File: src/rtl/srx_pkg.sv
package srx_pkg;

    localparam int FIFO_W = 32;
    localparam int HALF_W = 16;
    localparam int LEN_W  = 6;

    typedef enum logic [1:0] {
        ST_IDLE  = 2'd0,
        ST_SHIFT = 2'd1,
        ST_PAD   = 2'd2
    } rx_state_e;

    typedef enum logic {
        PK_EMPTY = 1'b0,
        PK_LOW   = 1'b1
    } pk_state_e;

endpackage

File: src/rtl/srx_framer.sv
module srx_framer
    import srx_pkg::*;
#(
    parameter int CH_BITS    = 32,
    parameter int CH_PER_SUB = 2
) (
    input  logic                clk,
    input  logic                rst_n,
    input  logic                tick,
    input  logic                sd,
    input  logic                fs_in,
    input  logic                master,
    input  logic                two_sub,
    input  logic                rx_en,
    input  logic [LEN_W-1:0]    len,
    output logic                fs_out,
    output logic                done,
    output logic [FIFO_W-1:0]   raw
);

    localparam int BW = $clog2(CH_BITS);
    localparam int CW = (CH_PER_SUB > 1) ? $clog2(2 * CH_PER_SUB) : 1;
    localparam logic [BW-1:0] LAST_BIT = BW'(CH_BITS - 1);
    localparam logic [CW-1:0] LAST_CH1 = CW'(CH_PER_SUB - 1);
    localparam logic [CW-1:0] LAST_CH2 = CW'(2 * CH_PER_SUB - 1);

    rx_state_e          state, state_d, nxt;
    logic [BW-1:0]      bitc, b;
    logic [CW-1:0]      chan, ch;
    logic [FIFO_W-2:0]  sh;
    logic               start, in_frame, sampling, end_bit, end_ch, word_end;
    logic [31:0]        b_next, len32;

    // Position decode for the current strobe
    always_comb begin
        start    = tick && rx_en && (master ? (state == ST_IDLE) : fs_in);
        in_frame = tick && rx_en && (start || (state != ST_IDLE));
        b        = start ? '0 : bitc;
        ch       = start ? '0 : chan;
        sampling = start || (state == ST_SHIFT);
        end_bit  = (b == LAST_BIT);
        end_ch   = (ch == (two_sub ? LAST_CH2 : LAST_CH1));
        b_next   = 32'(b) + 32'd1;
        len32    = 32'(len);
        word_end = in_frame && sampling && (b_next == len32);
        if (end_bit && end_ch)  nxt = ST_IDLE;
        else if (end_bit)       nxt = ST_SHIFT;
        else if (b_next < len32) nxt = ST_SHIFT;
        else                    nxt = ST_PAD;
    end

    // Next-state logic
    always_comb begin
        state_d = state;
        if (!rx_en) begin
            state_d = ST_IDLE;
        end else begin
            unique case (state)
                ST_IDLE:  if (start) state_d = nxt;
                ST_SHIFT: if (tick)  state_d = nxt;
                ST_PAD:   if (tick)  state_d = nxt;
                default:  state_d = ST_IDLE;
            endcase
        end
    end

    // State register
    always_ff @(posedge clk) begin
        if (!rst_n) state <= ST_IDLE;
        else        state <= state_d;
    end

    // Outputs
    always_comb begin
        fs_out = master && start;
    end

    // Counters, shifter and word hand-off
    always_ff @(posedge clk) begin
        if (!rst_n) begin
            bitc <= '0;
            chan <= '0;
            sh   <= '0;
            done <= 1'b0;
            raw  <= '0;
        end else begin
            done <= word_end;
            if (!rx_en) begin
                bitc <= '0;
                chan <= '0;
            end else if (in_frame) begin
                if (end_bit) begin
                    bitc <= '0;
                    chan <= end_ch ? '0 : ch + 1'b1;
                end else begin
                    bitc <= b + 1'b1;
                    chan <= ch;
                end
                if (sampling) sh <= {sh[FIFO_W-3:0], sd};
                if (word_end) raw <= {sh, sd};
            end
        end
    end

endmodule

File: src/rtl/srx_extend.sv
module srx_extend
    import srx_pkg::*;
(
    input  logic [FIFO_W-1:0] raw,
    input  logic [LEN_W-1:0]  len,
    input  logic              sign,
    input  logic              half,
    output logic [FIFO_W-1:0] ext
);

    logic [FIFO_W-1:0] mask, full;
    logic [LEN_W-1:0]  top;
    logic              msb;

    always_comb begin
        mask = (FIFO_W'(1) << len) - FIFO_W'(1);
        top  = len - 1'b1;
        msb  = raw[top[4:0]];
        full = (sign && msb) ? (raw | ~mask) : (raw & mask);
        ext  = half ? {{(FIFO_W-HALF_W){1'b0}}, full[HALF_W-1:0]} : full;
    end

endmodule

File: src/rtl/srx_packer.sv
module srx_packer
    import srx_pkg::*;
(
    input  logic              clk,
    input  logic              rst_n,
    input  logic              rx_en,
    input  logic              half,
    input  logic              done,
    input  logic [FIFO_W-1:0] word,
    input  logic              fifo_full,
    output logic              fifo_wr,
    output logic [FIFO_W-1:0] fifo_wdata,
    output logic              ovf
);

    pk_state_e          pk, pk_d;
    logic [HALF_W-1:0]  low;
    logic               wr_req;

    // Next-state logic for the pairing machine
    always_comb begin
        pk_d = pk;
        if (!rx_en) begin
            pk_d = PK_EMPTY;
        end else if (done && half) begin
            unique case (pk)
                PK_EMPTY: pk_d = PK_LOW;
                PK_LOW:   pk_d = PK_EMPTY;
                default:  pk_d = PK_EMPTY;
            endcase
        end
    end

    always_ff @(posedge clk) begin
        if (!rst_n) pk <= PK_EMPTY;
        else        pk <= pk_d;
    end

    always_ff @(posedge clk) begin
        if (!rst_n) begin
            low        <= '0;
            wr_req     <= 1'b0;
            fifo_wdata <= '0;
            ovf        <= 1'b0;
        end else begin
            wr_req <= 1'b0;
            if (rx_en && done) begin
                if (!half) begin
                    wr_req     <= 1'b1;
                    fifo_wdata <= word;
                end else if (pk == PK_EMPTY) begin
                    low <= word[HALF_W-1:0];
                end else begin
                    wr_req     <= 1'b1;
                    fifo_wdata <= {word[HALF_W-1:0], low};
                end
            end
            if (wr_req && fifo_full) ovf <= 1'b1;
        end
    end

    // Outputs
    always_comb begin
        fifo_wr = wr_req && !fifo_full;
    end

endmodule

File: src/rtl/srx_word_packer.sv
module srx_word_packer
    import srx_pkg::*;
#(
    parameter int CH_BITS    = 32,
    parameter int CH_PER_SUB = 2
) (
    input  logic        clk,
    input  logic        rst_n,
    input  logic        bclk_tick,
    input  logic        sd_in,
    input  logic        fs_in,
    output logic        fs_out,
    input  logic        cfg_master,
    input  logic        cfg_two_sub,
    input  logic        cfg_half,
    input  logic        cfg_sign,
    input  logic [4:0]  cfg_wlen,
    input  logic        rx_en,
    input  logic        fifo_full,
    output logic        fifo_wr,
    output logic [31:0] fifo_wdata,
    output logic        ovf
);

    localparam int CAP_FULL = (CH_BITS < FIFO_W) ? CH_BITS : FIFO_W;
    localparam int CAP_HALF = (CH_BITS < HALF_W) ? CH_BITS : HALF_W;

    logic [LEN_W-1:0]  len_cfg, len_lim, len;
    logic              done;
    logic [FIFO_W-1:0] raw, ext;

    always_comb begin
        len_cfg = {1'b0, cfg_wlen} + 1'b1;
        len_lim = cfg_half ? LEN_W'(CAP_HALF) : LEN_W'(CAP_FULL);
        len     = (len_cfg > len_lim) ? len_lim : len_cfg;
    end

    srx_framer #(.CH_BITS(CH_BITS), .CH_PER_SUB(CH_PER_SUB)) u_framer (
        .clk     (clk),
        .rst_n   (rst_n),
        .tick    (bclk_tick),
        .sd      (sd_in),
        .fs_in   (fs_in),
        .master  (cfg_master),
        .two_sub (cfg_two_sub),
        .rx_en   (rx_en),
        .len     (len),
        .fs_out  (fs_out),
        .done    (done),
        .raw     (raw)
    );

    srx_extend u_extend (
        .raw  (raw),
        .len  (len),
        .sign (cfg_sign),
        .half (cfg_half),
        .ext  (ext)
    );

    srx_packer u_packer (
        .clk        (clk),
        .rst_n      (rst_n),
        .rx_en      (rx_en),
        .half       (cfg_half),
        .done       (done),
        .word       (ext),
        .fifo_full  (fifo_full),
        .fifo_wr    (fifo_wr),
        .fifo_wdata (fifo_wdata),
        .ovf        (ovf)
    );

endmodule

File: config.mk
export PLATFORM = sky130hd
export DESIGN_NAME = srx_word_packer
export DESIGN_NICKNAME = d
export VERILOG_FILES = /design/src/rtl/srx_pkg.sv /design/src/rtl/srx_framer.sv /design/src/rtl/srx_extend.sv /design/src/rtl/srx_packer.sv /design/src/rtl/srx_word_packer.sv
export SDC_FILE = /design/constraint.sdc
export NUM_CORES = 1
export LEC_CHECK = 0
export BUFFER_PORTS_ARGS = -buffer_cell sky130_fd_sc_hd__buf_2
export CELL_PAD_IN_SITES_DETAIL_PLACEMENT = 1
export CELL_PAD_IN_SITES_GLOBAL_PLACEMENT = 2
export CORE_AREA = 5 5 114 197
export CTS_CLUSTER_SIZE = 16
export DETAILED_ROUTE_END_ITERATION = 10
export DIE_AREA = 0 0 119 202
export GPL_TIMING_DRIVEN = 0
export MAX_ROUTING_LAYER = met4
export PLACE_DENSITY = 0.89
export SLEW_MARGIN = 5
export SYNTH_ARGS = -nofsm -noshare
export SYNTH_HDL_FRONTEND = slang
export SYNTH_SLANG_ARGS = --single-unit
File: constraint.sdc
create_clock -name clk -period 6.58 [get_ports clk]
set_clock_uncertainty 0.05 [all_clocks]
set_input_delay 0.658 -clock clk [delete_from_list [all_inputs] [get_ports clk]]
set_output_delay 0.658 -clock clk [all_outputs]
set_load 0.03 [all_outputs]
# After elaboration in Yosys (flattened, before gate mapping)
# Cells that the tools add are included.
# op_classes
magnitude_cmp,3
n_eq_ne,8
n_shift,1
n_bitwise,4
add_sub_neg,6
mux,24
reduce_logical,25
# ops
cell,n
$mux 32,4
$and 32x32->32,1
$not 32->32,1
$or 32x32->32,1
$shl 1x6->32 const A,1
$sub 32x2->32 const B,1
$mux 2,9
$add 5x1->6 const B,2
$logic_and 1x1->1,12
$mux 6,2
$mux 5,2
$reduce_and 3->1,3
$reduce_and 2->1,4
$eq 6x6->1,1
$gt 6x6->1,1
$lt 5x6->1 const B,1
$lt 6x6->1,1
$ne 2x1->1 const B,3
$add 5x1->5 const B,1
$bmux 1 s5,1
$eq 5x5->1 const B,1
$sub 5x1->5 const B,1
$mux 1,4
$pmux 2 s2,1
other kinds (11),12
# word_totals
wordCells,82
in_bits,16
register_bits,124

# Logic depth before layout (Yosys ltp)
# depth
depth_word,11
depth_mapped,23
ltp_nobuf,19

# Modules after synthesis
# Synthesis repeated with hierarchy kept, for this count alone.
# hier_totals
hier_cells,930
hier_area_um2,7591.0
# by_module_without_submodules
module,instances,cells_each,area_per_inst_um2
srx_framer,1,380,3113.0
srx_packer,1,231,2280.9
srx_extend,1,291,2001.9
srx_word_packer,1,28,195.2

# Least setup slack after synthesis
# OpenSTA, ideal clock, no wires.
# synth_path
path_kind,input to register
from,input cfg_half
to,register u_packer.fifo_wdata[28]
arrival_time_ns,5.498
stages,23
setup_slack_ns,0.906
setup_ns,0.126
required_time_ns,6.404
path_cell_list,inv_1 > clkbuf_1 > clkbuf_1 > ha_1 > o21bai_1 > buf_2 > clkbuf_1 > o21ai_0 > nand2_1 > ha_1 > clkbuf_1 > clkbuf_1 > nand2_1 > ha_1 > nor2b_1 > o211ai_1 > o221ai_1 > a31oi_2 > nand3_1 > o31ai_1 > mux2_2 > mux2i_1 > o21ai_0
# synth_via
elab_chain_len,11
elab_cells_between_ends,18
# synth_lines
item,line,rtl
start: declaration,srx_word_packer.sv:15,"input logic cfg_half,"
$mux 6,srx_word_packer.sv:34,len_lim = cfg_half ? LEN_W'(CAP_HALF) : LEN_W'(CAP_FULL);
$gt 6x6->1,srx_word_packer.sv:35,len = (len_cfg > len_lim) ? len_lim : len_cfg;
$mux 6,srx_word_packer.sv:35,
$sub 5x1->5 / $shl 1x6->32 (equally long branches),"srx_extend.sv:17, srx_extend.sv:16",
$bmux 1 s5 / $sub 32x2->32 (equally long branches),"srx_extend.sv:18, srx_extend.sv:16",
$mux 1 (not written as such) / $not 32->32 (equally long branches),"srx_extend.sv:18, srx_extend.sv:19",
$logic_and 1x1->1 / $or 32x32->32 (equally long branches),srx_extend.sv:19,full = (sign && msb) ? (raw | ~mask) : (raw & mask);
$mux 32,srx_extend.sv:19,
$mux 32,srx_extend.sv:20,"ext = half ? {{(FIFO_W-HALF_W){1'b0}}, full[HALF_W-1:0]} : full;"
$mux 32,srx_packer.sv:51,end else if (pk == PK_EMPTY) begin
$mux 32,srx_packer.sv:48,if (!half) begin
end signal: assignment,srx_packer.sv:50,fifo_wdata <= word;
end signal: assignment,srx_packer.sv:55,"fifo_wdata <= {word[HALF_W-1:0], low};"
end: declaration,srx_packer.sv:12,"output logic [FIFO_W-1:0] fifo_wdata,"
# Several ways; a longest one is shown, not always the timed one. The select of a mux whose other input is x is not followed.
# A chain may end at the register's enable or synchronous reset.

# Worst setup path after layout
# layout_path
from,input cfg_half
to,register u_packer.fifo_wdata[25]
# Same word-level chain as after synthesis.

==> metrics.yaml <==
status: "finished clean"
crit_type: "primary input to flop"
die_area_um2: 24040
fillers: 2585
htree_levels: 4
ios: 51
cts.sinks: 124
seqCellArea_um2: 2482
cp-start-kind: "primary input"
clockBufferDepth: 2
p_per_area_nw_per_um2: 256.2
first_pass_iters: 5
ys_ff_latch: 124
cp_max_fo: 10
drv_slew: 0
core_region_area_um2: 20670
max_cap_violations: 0
grt-ovfl-total: 0
r2r_start: "u_framer.state[0]$_SDFFE_PN0P_"
cts_buffers: 17
root_buffer: "clkbuf_16"
grt_pass1_vias: 8156
clk_pin_slew_ns: 0.06
p_clk_frac: 0.440
total_power_uw: 2191
fp.dieW_um: 119
switchingPower_uw: 697.6
synth_cells: 970
multi_input_area_um2: 4547
clk_latency_ns: 0.42
synth.largest_area_cell: "dfxtp_1"
hold_class: "flop to flop"
p_int_uw: 1493
synth_top_family_by_area: "compound AO/OA/AOI/OAI gates"
max_slew.worst_pin.slew_ns: 1.044
ys.flop_type: "dfxtp_1"
synthAdderAreaFrac: 0.03597
finalHoldViolations: 0
fin_crit_ns: 6.358
hpwl_um: 22690
grt_pass1_wl_um: 45710
p_leak_uw: 0.003164
syn-num-nets: 1007
syn_area_per_cell_um2: 7.530
slew-limit-headroom: 0.2988
io_buffers: 47
yosys.area.top_type_share: 0.3398
power_frac_seq: 0.343
antenna_found_initial: 0
worst_ep_arrival_time_ns: 6.63
ant_nets: 0
ys_seq_area_frac: 0.3398
mostFrequentLayoutCells: "nand2_1 (202), dfxtp_1 (124), a21oi_1 (107)"
place_congestion: 0.9995
fin_nets: 1076
vias_per_cell: 5.918
start_util: 0.3534
track_usage: 0.2509
yosys.area_share.xor_xnor: 0.02689
rows: 70
peakVddDrop_mv: 0.1802
worstPathRequired_ns: 6.85
drive_gt1_frac: 0.1245
end_kind: "flop"
die_h_um: 202
dr_total_vias: 7717
holdWs_ns: 0.3989
setup_viol: 0
final_util: 0.4137
drt_wl_total_um: 29410
cp-startpoint: "cfg_half"
drc_errors: 0
final_common_cell: "nand2_1"
synth-compound-area-share: 0.2710
synth_cell_types: 75
max_freq_mhz: 157.3
async_flop_share: 0
tritoncts: "built"
switching_share: 0.3184
synthSimpleGateAreaFrac: 0.2230
hold_start: "u_framer.sh[30]$_SDFFE_PN0P_"
drt_iter0_markers: 456
grt_max_degree: 17
wl_per_cell_um: 22.55
yosys-top-cells-area: "dfxtp_1 (34%), nand2_1 (10%), a21oi_1 (7.3%)"
synth_edf_count: 0
syn_area_um2: 7305
antenna_cells: 0
syn2layout_area_growth_pct: 17.08
finalCritPeriodShare: 0.9663
p_comb_frac: 0.217
muxShareOfSynthArea: 0.05824
yosys_warnings: 0
## state kept, by name (all words and copies together) (netlist names)
name	flops
u_framer.raw	32
u_packer.fifo_wdata	32
u_framer.sh	31
u_packer.low	16
u_framer.bitc	5
u_framer.chan	2
u_framer.state	2
u_framer.done	1
u_packer.ovf	1
u_packer.pk	1
u_packer.wr_req	1
## power by group through the flow
stage | Combinational, uW | Sequential [uW] | Clock (uW)
finish | 476 | 752 | 963
global route | 502 | 752 | 1010
CTS | 454 | 752 | 975
detailed placement | 442 | 768 | 0
global placement | 438 | 768 | 0
floorplan | 293 | 768 | 0
## layer usage
metal | track usage | share of wire
met4 | 0.1935 | 0.089
met1 | 0.2411 | 0.36
met3 | 0.03947 | 0.035
met5 | - | 0
met2 | 0.4433 | 0.52
## final timing paths
kind	to	slack, ns	cells past startpoint
max	u_packer.fifo_wdata[25]$_SDFFE_PN0P_	0.22	22
min	u_framer.raw[31]$_SDFFE_PN0P_	0.40	2
max reg2reg	u_framer.raw[0]$_SDFFE_PN0P_	2.58	16
min reg2reg	u_framer.raw[31]$_SDFFE_PN0P_	0.40	2
## critical path: stages
cell and delay [ns]:
buf_2 0.18, inv_1 0.26, buf_2 0.32, clkbuf_4 0.32
ha_1 0.29, o21bai_1 0.27, buf_2 0.30, clkbuf_2 0.31
o21ai_0 0.17, nand2_2 0.22, ha_1 0.30, buf_2 0.29
buf_2 0.30, nand3_1 0.16, o2111a_1 0.28, o211a_1 0.13
o41a_1 0.55, o21a_1 0.25, buf_2 0.23, mux2i_1 0.46
nand2_1 0.12, a31o_2 0.25
## cells in the mapped netlist (4+ instances only)
| library cell | count |
|---|---|
| nand2_1 | 203 |
| dfxtp_1 | 124 |
| a21oi_1 | 107 |
| nor2_1 | 61 |
| o21ai_0 | 61 |
| clkbuf_1 | 56 |
| nand3_1 | 34 |
| mux2i_1 | 29 |
| o211ai_1 | 23 |
| ha_1 | 21 |
| inv_1 | 17 |
| nor3_1 | 17 |
| o21a_1 | 17 |
| mux2_2 | 12 |
| o211a_1 | 11 |
| a211oi_1 | 10 |
| a31oi_1 | 10 |
| and2_1 | 10 |
| xnor2_1 | 10 |
| o31ai_1 | 8 |
| nor3b_1 | 6 |
| xor2_1 | 6 |
| buf_2 | 5 |
| nor2b_1 | 5 |
| nor4_1 | 5 |
| or3_1 | 5 |
| or4_1 | 5 |
| a22oi_1 | 4 |
| a311oi_1 | 4 |
| o21ai_1 | 4 |
| o221ai_1 | 4 |
| o22ai_1 | 4 |
| o31a_1 | 4 |
## logic make-up (layout without fill, tap and decap cells)
logic type,Yosys count,count (layout)
AND/OR/NAND/NOR,371,371
XOR/XNOR,19,19
multiplexers,41,41
buffers and inverters,85,167
adder cells (fa/ha/maj),21,21
AO/OA/AOI/OAI,309,309
flip-flops,124,124
## through the flow
stage	worst slack [ns]	instances	setup TNS (ns)	area, um^2
2_1_floorplan	0.9059	970	0	7305
3_3_place_gp	-1.592	1269	-50.18	7855
3_5_place_dp	-1.646	1269	-53.76	7855
4_1_cts	0.0004845	1301	0	8496
5_1_grt	-0.002023	1304	-0.002023	8552
6_report	0.2218	1304	0	8552
## cell type report
cell class | instances | share of cell area
Clock inverter | 12 | 0.01595
Tap cell | 252 | 0.03687
Multi-Input combinational cell | 761 | 0.5317
Inverter | 20 | 0.008778
Buffer | 63 | 0.02999
Sequential cell | 124 | 0.2903
Clock buffer | 20 | 0.05457
Timing Repair Buffer | 52 | 0.03189
## timing repair
item	4_1_cts	5_1_grt
pin swaps	1	2
resized for setup	10	9
buffers inserted	2	3
setup endpoints to repair	48	35
hold buffers	0	0
Note: power is estimated with default switching activity, not from simulation.
